===== src/rtl/md_pkg.sv =====
package md_pkg;

    typedef enum logic [1:0] {
        ST_IDLE   = 2'd0,
        ST_VICTIM = 2'd1,
        ST_MWAIT  = 2'd2,
        ST_UWAIT  = 2'd3
    } md_state_e;

    typedef enum logic [2:0] {
        ACT_NONE        = 3'd0,
        ACT_HIT         = 3'd1,
        ACT_COLLIDE     = 3'd2,
        ACT_LINE_BUSY   = 3'd3,
        ACT_CACHED_MISS = 3'd4,
        ACT_UNC_READ    = 3'd5,
        ACT_UNC_WRITE   = 3'd6
    } md_act_e;

endpackage


===== src/rtl/md_classify.sv =====
module md_classify
    import md_pkg::*;
(
    input  logic    valid_i,
    input  logic    write_i,
    input  logic    hit_i,
    input  logic    cached_i,
    input  logic    cleanup_hit_i,
    output md_act_e act_o
);

    // Priority: collision first, then hit, then a line still under cleanup,
    // then the cacheable / uncacheable miss split.
    always_comb begin
        act_o = ACT_NONE;
        if (valid_i) begin
            if (hit_i && cleanup_hit_i)      act_o = ACT_COLLIDE;
            else if (hit_i)                  act_o = ACT_HIT;
            else if (cleanup_hit_i)          act_o = ACT_LINE_BUSY;
            else if (cached_i)               act_o = ACT_CACHED_MISS;
            else if (write_i)                act_o = ACT_UNC_WRITE;
            else                             act_o = ACT_UNC_READ;
        end
    end

endmodule


===== src/rtl/md_stall_cnt.sv =====
module md_stall_cnt #(
    parameter int CNT_W = 16
) (
    input  logic             clk,
    input  logic             rst_n,
    input  logic             inc_i,
    output logic [CNT_W-1:0] cnt_o
);

    localparam logic [CNT_W-1:0] CNT_MAX = '1;

    logic [CNT_W-1:0] cnt_d, cnt_q;

    always_comb begin
        cnt_d = cnt_q;
        if (inc_i && (cnt_q != CNT_MAX)) cnt_d = cnt_q + 1'b1;
    end

    always_ff @(posedge clk) begin
        if (!rst_n) cnt_q <= '0;
        else        cnt_q <= cnt_d;
    end

    assign cnt_o = cnt_q;

    p_stall_step_r3: assert property (@(posedge clk) disable iff (!rst_n)
        (inc_i && cnt_q != CNT_MAX) |=> cnt_q == CNT_W'($past(cnt_q) + 1'b1));

    p_stall_sat_r3: assert property (@(posedge clk) disable iff (!rst_n)
        (cnt_q == CNT_MAX) |=> cnt_q == CNT_MAX);

    p_stall_hold_r9: assert property (@(posedge clk) disable iff (!rst_n)
        !inc_i |=> $stable(cnt_q));

endmodule


===== src/rtl/md_ctrl.sv =====
module md_ctrl
    import md_pkg::*;
#(
    parameter int ADDR_W = 32
) (
    input  logic              clk,
    input  logic              rst_n,
    input  md_act_e           act_i,
    input  logic [ADDR_W-1:0] req_addr_i,
    input  logic              cleanup_pending_i,
    input  logic              miss_ack_i,
    input  logic              refill_done_i,
    input  logic              unc_ack_i,
    input  logic              unc_rsp_i,
    output logic              rsp_valid_o,
    output logic              collide_o,
    output logic              mbuf_init_o,
    output logic              stall_inc_o,
    output logic              miss_req_o,
    output logic              unc_req_o,
    output logic              unc_busy_o,
    output logic [ADDR_W-1:0] addr_o,
    output md_state_e         state_o
);

    typedef struct packed {
        md_state_e         st;
        logic              mreq;
        logic              ureq;
        logic              ubusy;
        logic [ADDR_W-1:0] addr;
    } ctrl_t;

    ctrl_t ctl_d, ctl_q;

    always_comb begin
        ctl_d       = ctl_q;
        rsp_valid_o = 1'b0;
        collide_o   = 1'b0;
        mbuf_init_o = 1'b0;
        stall_inc_o = 1'b0;

        // Handshakes from the command side clear first so a launch wins.
        if (miss_ack_i) ctl_d.mreq  = 1'b0;
        if (unc_ack_i)  ctl_d.ureq  = 1'b0;
        if (unc_rsp_i)  ctl_d.ubusy = 1'b0;

        unique case (ctl_q.st)
            ST_IDLE: begin
                unique case (act_i)
                    ACT_HIT:     rsp_valid_o = 1'b1;
                    ACT_COLLIDE: collide_o   = 1'b1;
                    ACT_CACHED_MISS: begin
                        if (cleanup_pending_i) begin
                            stall_inc_o = 1'b1;
                        end else begin
                            mbuf_init_o = 1'b1;
                            ctl_d.mreq  = 1'b1;
                            ctl_d.addr  = req_addr_i;
                            ctl_d.st    = ST_VICTIM;
                        end
                    end
                    ACT_UNC_READ: begin
                        if (!ctl_q.ubusy) begin
                            mbuf_init_o = 1'b1;
                            ctl_d.ureq  = 1'b1;
                            ctl_d.ubusy = 1'b1;
                            ctl_d.addr  = req_addr_i;
                            ctl_d.st    = ST_UWAIT;
                        end
                    end
                    ACT_UNC_WRITE: begin
                        if (!ctl_q.ubusy) begin
                            mbuf_init_o = 1'b1;
                            rsp_valid_o = 1'b1;
                            ctl_d.ureq  = 1'b1;
                            ctl_d.ubusy = 1'b1;
                            ctl_d.addr  = req_addr_i;
                        end
                    end
                    default: ;
                endcase
            end
            ST_VICTIM: ctl_d.st = ST_MWAIT;
            ST_MWAIT:  if (refill_done_i) ctl_d.st = ST_IDLE;
            ST_UWAIT:  if (unc_rsp_i)     ctl_d.st = ST_IDLE;
            default:   ctl_d.st = ST_IDLE;
        endcase
    end

    always_ff @(posedge clk) begin
        if (!rst_n) begin
            ctl_q.st    <= ST_IDLE;
            ctl_q.mreq  <= 1'b0;
            ctl_q.ureq  <= 1'b0;
            ctl_q.ubusy <= 1'b0;
            ctl_q.addr  <= '0;
        end else begin
            ctl_q <= ctl_d;
        end
    end

    assign miss_req_o = ctl_q.mreq;
    assign unc_req_o  = ctl_q.ureq;
    assign unc_busy_o = ctl_q.ubusy;
    assign addr_o     = ctl_q.addr;
    assign state_o    = ctl_q.st;

    p_pending_stays_idle_r3: assert property (@(posedge clk) disable iff (!rst_n)
        (ctl_q.st == ST_IDLE && act_i == ACT_CACHED_MISS && cleanup_pending_i)
        |=> ctl_q.st == ST_IDLE);

    p_victim_no_wait_r4: assert property (@(posedge clk) disable iff (!rst_n)
        (ctl_q.st == ST_VICTIM) |=> ctl_q.st == ST_MWAIT);

    p_miss_req_held_r5: assert property (@(posedge clk) disable iff (!rst_n)
        (ctl_q.mreq && !miss_ack_i) |=> ctl_q.mreq);

    p_wait_implies_busy_r6: assert property (@(posedge clk) disable iff (!rst_n)
        (ctl_q.st == ST_UWAIT) |-> ctl_q.ubusy);

    p_unc_ordered_r7: assert property (@(posedge clk) disable iff (!rst_n)
        (ctl_q.ubusy && (act_i == ACT_UNC_READ || act_i == ACT_UNC_WRITE))
        |=> $stable(ctl_q.addr));

    p_collide_quiet_r8: assert property (@(posedge clk) disable iff (!rst_n)
        (ctl_q.st == ST_IDLE && act_i == ACT_COLLIDE)
        |=> (ctl_q.st == ST_IDLE && $stable(ctl_q.addr)));

    p_busy_no_rsp_r10: assert property (@(posedge clk) disable iff (!rst_n)
        (ctl_q.st != ST_IDLE) |-> !rsp_valid_o);

endmodule


===== src/rtl/miss_dispatch.sv =====
module miss_dispatch
    import md_pkg::*;
#(
    parameter int ADDR_W = 32,
    parameter int CNT_W  = 16
) (
    input  logic              clk,
    input  logic              rst_n,
    input  logic              req_valid,
    input  logic              req_write,
    input  logic [ADDR_W-1:0] req_addr,
    input  logic              lk_hit,
    input  logic              lk_cached,
    input  logic              lk_cleanup_hit,
    input  logic              cleanup_pending,
    input  logic              miss_ack,
    input  logic              refill_done,
    input  logic              unc_ack,
    input  logic              unc_rsp,
    output logic              rsp_valid,
    output logic              collide,
    output logic              mbuf_init,
    output logic              miss_req,
    output logic              unc_req,
    output logic              unc_busy,
    output logic [ADDR_W-1:0] miss_addr,
    output logic [1:0]        state,
    output logic [CNT_W-1:0]  stall_count
);

    md_act_e   act;
    md_state_e st;
    logic      stall_inc;

    md_classify u_classify (
        .valid_i       (req_valid),
        .write_i       (req_write),
        .hit_i         (lk_hit),
        .cached_i      (lk_cached),
        .cleanup_hit_i (lk_cleanup_hit),
        .act_o         (act)
    );

    md_ctrl #(.ADDR_W(ADDR_W)) u_ctrl (
        .clk               (clk),
        .rst_n             (rst_n),
        .act_i             (act),
        .req_addr_i        (req_addr),
        .cleanup_pending_i (cleanup_pending),
        .miss_ack_i        (miss_ack),
        .refill_done_i     (refill_done),
        .unc_ack_i         (unc_ack),
        .unc_rsp_i         (unc_rsp),
        .rsp_valid_o       (rsp_valid),
        .collide_o         (collide),
        .mbuf_init_o       (mbuf_init),
        .stall_inc_o       (stall_inc),
        .miss_req_o        (miss_req),
        .unc_req_o         (unc_req),
        .unc_busy_o        (unc_busy),
        .addr_o            (miss_addr),
        .state_o           (st)
    );

    md_stall_cnt #(.CNT_W(CNT_W)) u_stall_cnt (
        .clk   (clk),
        .rst_n (rst_n),
        .inc_i (stall_inc),
        .cnt_o (stall_count)
    );

    assign state = st;

endmodule


===== config.mk =====
export PLATFORM = sky130hd
export DESIGN_NAME = miss_dispatch
export DESIGN_NICKNAME = d
export VERILOG_FILES = /design/src/rtl/md_pkg.sv /design/src/rtl/md_classify.sv /design/src/rtl/md_stall_cnt.sv /design/src/rtl/md_ctrl.sv /design/src/rtl/miss_dispatch.sv
export SDC_FILE = /design/constraint.sdc
export NUM_CORES = 1
export LEC_CHECK = 0
export BUFFER_PORTS_ARGS = -buffer_cell sky130_fd_sc_hd__buf_2
export CAP_MARGIN = 20
export CORE_UTILIZATION = 47
export CTS_CLUSTER_DIAMETER = 100
export CTS_CLUSTER_SIZE = 28
export DETAILED_ROUTE_END_ITERATION = 8
export PLACE_DENSITY_LB_ADDON = 0.1
export SLEW_MARGIN = 25
export SYNTH_ARGS = -nofsm -noshare
export SYNTH_HDL_FRONTEND = slang
export SYNTH_SLANG_ARGS = --single-unit
export TNS_END_PERCENT = 20

===== constraint.sdc =====
create_clock -name clk -period 2 [get_ports clk]
set_input_delay 0.2 -clock clk [delete_from_list [all_inputs] [get_ports clk]]
set_output_delay 0.2 -clock clk [all_outputs]
set_load 0.005 [all_outputs]

==> metrics.md <==
| Metric | Value |
|---|---|
| Placed Area | 0.00279 mm^2 |
| Setup-failing EPs final | 0 |
| Busiest grt layer | met2 |
| Cts hold-fix bufs | 0 |
| Worst min-delay path class | input port to flip-flop |
| Vias per inst | 5.01 |
| Area grow syn2layout | 27.5% |
| DRC | 7 |
| Crit-path max FO | 33 |
| Worst Skew | 0.00697 ns |
| Filler cells | ~400 |
| Worst-Margin Slew | 0.663 ns |
| Mapped Area | approximately 0.0023 mm^2 |
| Mapped Avg Cell Area | 8.75 um^2 |
| Vias in the first global route | 1,755 |
| CP Capture Type | primary output |
| Nets | 401 |
| Post-synth EDFFs | 0 |
| Fin util | 64.3% |
| Final WL | 4.89 mm |
| I/O Pins | 100 |
| Ys async rst share | 0% |
| First-pass detailed-route iteration total | 6 |
| GR Util met3 | 6.19% |
| Crit path buf inv count | 2 |
| Run status | finished with violations |
| Worst reg-to-reg setup slack | about 0.33 ns |
| Final-report hold violation count | 0 |
| Share of post-route cells with drive strength above 1 | 35.6% |
| Cells after synthesis | 258 |
| Full die area | roughly 0.0051 mm^2 |
| Iteration-0 DRC Markers | 86 |
| Clock Pin Slew Worst Setup and Hold Paths | 0.10 ns |
| Die span in x | 71.3 um |
| GPL Wtd Cong | 0.779 |
| Count of different cell masters after synthesis | 42 |
| Data required, critical path | 1.80 ns |
| Largest delay share family, worst path | simple AND/OR/NAND/NOR gates |
| GRT Util Overall | 19.5% |
| Max_slew headroom | 55.5% |
| CP Cell Sequence | nor2_1 > and2_4 > nand2_2 > inv_4 > buf_2 |
| Register bit total from synthesis | 53 |
| Ys flop type | dfxtp_1 |
| Core area | 0.00447 mm^2 |
| CP arrival | 1.59 ns |
| Slowest stage cell, crit path | dfxtp_1 |
| Crit path capture | mbuf_init |
| Die height | 71.3 um |
| Most frequent cells in the layout | buf_2, nand2_1, dfxtp_1 |
| First-pass GRT wire length | 7.86 mm |
| DRT antenna net count | 0 |
| R2r endpoint | u_stall_cnt.cnt_o[2]$_SDFFE_PN0P_ |
| Pwr dens | 639 mW/mm^2 |
| Final Instance Area | 0.00288 mm^2 |
| Port bufs | 99 |
| WHS | 0.116 ns |
| Syn_nets | 303 |
| Max-slew violations | 0 |
| FF-to-FF path depth | 6 |
| R2R Path Start | u_stall_cnt.cnt_o[0]$_SDFFE_PN0P_ |
| Synth warn | 0 |
| WS Path Type | flip-flop to primary output |
| Startpoint types | flip-flop |
| CTS Buffer Depth | 2 |
| CTS Buf Count | 5 |
| CTS tree | yes |
| Maxcap violations | 0 |
| Largest net degree at the start of global routing | 34 |
| WP depth | 5 |
| Leak | 0.00127 uW |
| Critical Path Start | u_ctrl.state_o[1]$_SDFFE_PN0P_ |
| Num rows | 24 |
| Failing checks | DRC |
| M2 GR Usage | 32.0% |
| Seq/Total Area, Yosys | 47.0% |
| Tcrit/Tclk final | 89.7% |
| Initial Util | 50.4% |
| Gr ovfl total | 0 |
| Commonest non-fill, non-tap cell in the layout | buf_2 |
| H-tree Lvls | 2 |
| RSZ-0062 raised after global routing | false |
| Worst IR Drop VDD | 439 uV |
| Via Count | 2,051 |
| Clk_lat worst skew | just over 0.3 ns |
| Dpl hpwl | around 3.5 mm |
| Initial antenna violation count | 0 |
| F_max | ~560 MHz |
| Clk sink count | 53 |
| CTS root buf | clkbuf_8 |
| Setup WS pre-CTS | around 0.34 ns |
| WL per Instance | 12.0 um |
| Final WS setup | just over 0.2 ns |
| Setup TNS | 0 ns |
| Critical Path Max Stage Delay | 0.35 ns |
| Min Tclk post-route | 1.79 ns |
| Met1 usage | around a quarter |
| # diodes | 0 |
==> sequential cells by signal, indices dropped and copies added, names as in the netlist <==
signal and cells:
u_ctrl.state_o 2, u_stall_cnt.cnt_o 16, u_ctrl.addr_o 32, u_ctrl.unc_busy_o 1, u_ctrl.miss_req_o 1, u_ctrl.unc_req_o 1
==> routing by layer <==
layer,vias up,wire [um]
met5,-,0
met4,0,32
met3,4,390
met2,74,2280
met1,908,2190
li1,1065,-
==> worst min-delay path: cells and delay by family <==
family | cells | cell delay [ns]
compound gates | 1 | 0.05
buf+inv | 1 | 0.09
simple gates | 1 | 0.04
==> cell usage after synthesis (2+ instances only) <==
cell       n  area, um^2
a21oi_1   38         190
clkbuf_1   8        30.0
nor2b_1    2        12.5
or2_1      2        12.5
buf_6      3        33.8
nand4_4    2        42.5
inv_1      2        7.51
nor3_1     5        25.0
nor4b_2    3        45.0
nor2_1    19        71.3
nor3b_1    2        15.0
mux2i_1    4        40.0
xnor2_1   12         105
o21ai_0    2        10.0
nand2_1   72         270
nand2b_1   2        12.5
a211oi_1   3        22.5
dfxtp_1   53        1060
==> area by class of cell <==
class,instances,area (um^2),area share [%]
sequential,53,1060,36.9
tap,52,65.1,2.26
inverter,4,17.5,0.609
timing repair buffer,102,531,18.4
clock inverter,2,13.8,0.478
multi-input combinational,190,1120,38.8
clock buffer,6,72.6,2.52
==> kinds of logic after synthesis <==
family	Yosys count	share of synthesized area [%]
AO/OA/AOI/OAI	48	11.8
XOR/XNOR	12	4.66
adder cells (fa/ha/maj)	1	0.554
buffers and inverters	15	3.49
flip-flops	53	47.0
multiplexers	5	2.27
AND/OR/NAND/NOR	124	30.3
==> worst min path at each step <==
stage | slack (ns) | depth (start not counted) | from | to
6_report | 0.12 | 3 | req_addr[6] | u_ctrl.addr_o[6]$_SDFFE_PN0P_
3_3_place_gp | 0.44 | 2 | u_ctrl.addr_o[0]$_SDFFE_PN0P_ | u_ctrl.addr_o[0]$_SDFFE_PN0P_
5_1_grt | 0.10 | 3 | req_addr[31] | u_ctrl.addr_o[31]$_SDFFE_PN0P_
4_1_cts | 0.11 | 3 | req_addr[30] | u_ctrl.addr_o[30]$_SDFFE_PN0P_
3_5_place_dp | 0.44 | 2 | rst_n | u_stall_cnt.cnt_o[2]$_SDFFE_PN0P_
2_1_floorplan | 0.32 | 1 | rst_n | u_stall_cnt.cnt_o[2]$_SDFFE_PN0P_
==> report_power, final <==
| part | total, uW | internal [uW] | switching [uW] | leakage, uW |
|---|---|---|---|---|
| clock | 593 | 250 | 343 | 0.0000456 |
| combinational | 158 | 77.0 | 81.5 | 0.000792 |
| sequential | 1090 | 1080 | 11.0 | 0.000429 |
| total | 1840 | 1400 | 436 | 0.00127 |
==> per-stage QoR <==
stage               power (uW)  instances
floorplan                 1190        258
global placement          1270        401
detailed placement        1270        401
CTS                       1870        409
global route              1930        409
finish                    1840        409
==> timing repair <==
action                                  CTS  global route
endpoints found under the setup margin    0             1
buffers inserted                          0             0
gates resized for setup                   0             2
hold endpoints to repair                  0             0
Power figures use the tool's default switching activity.
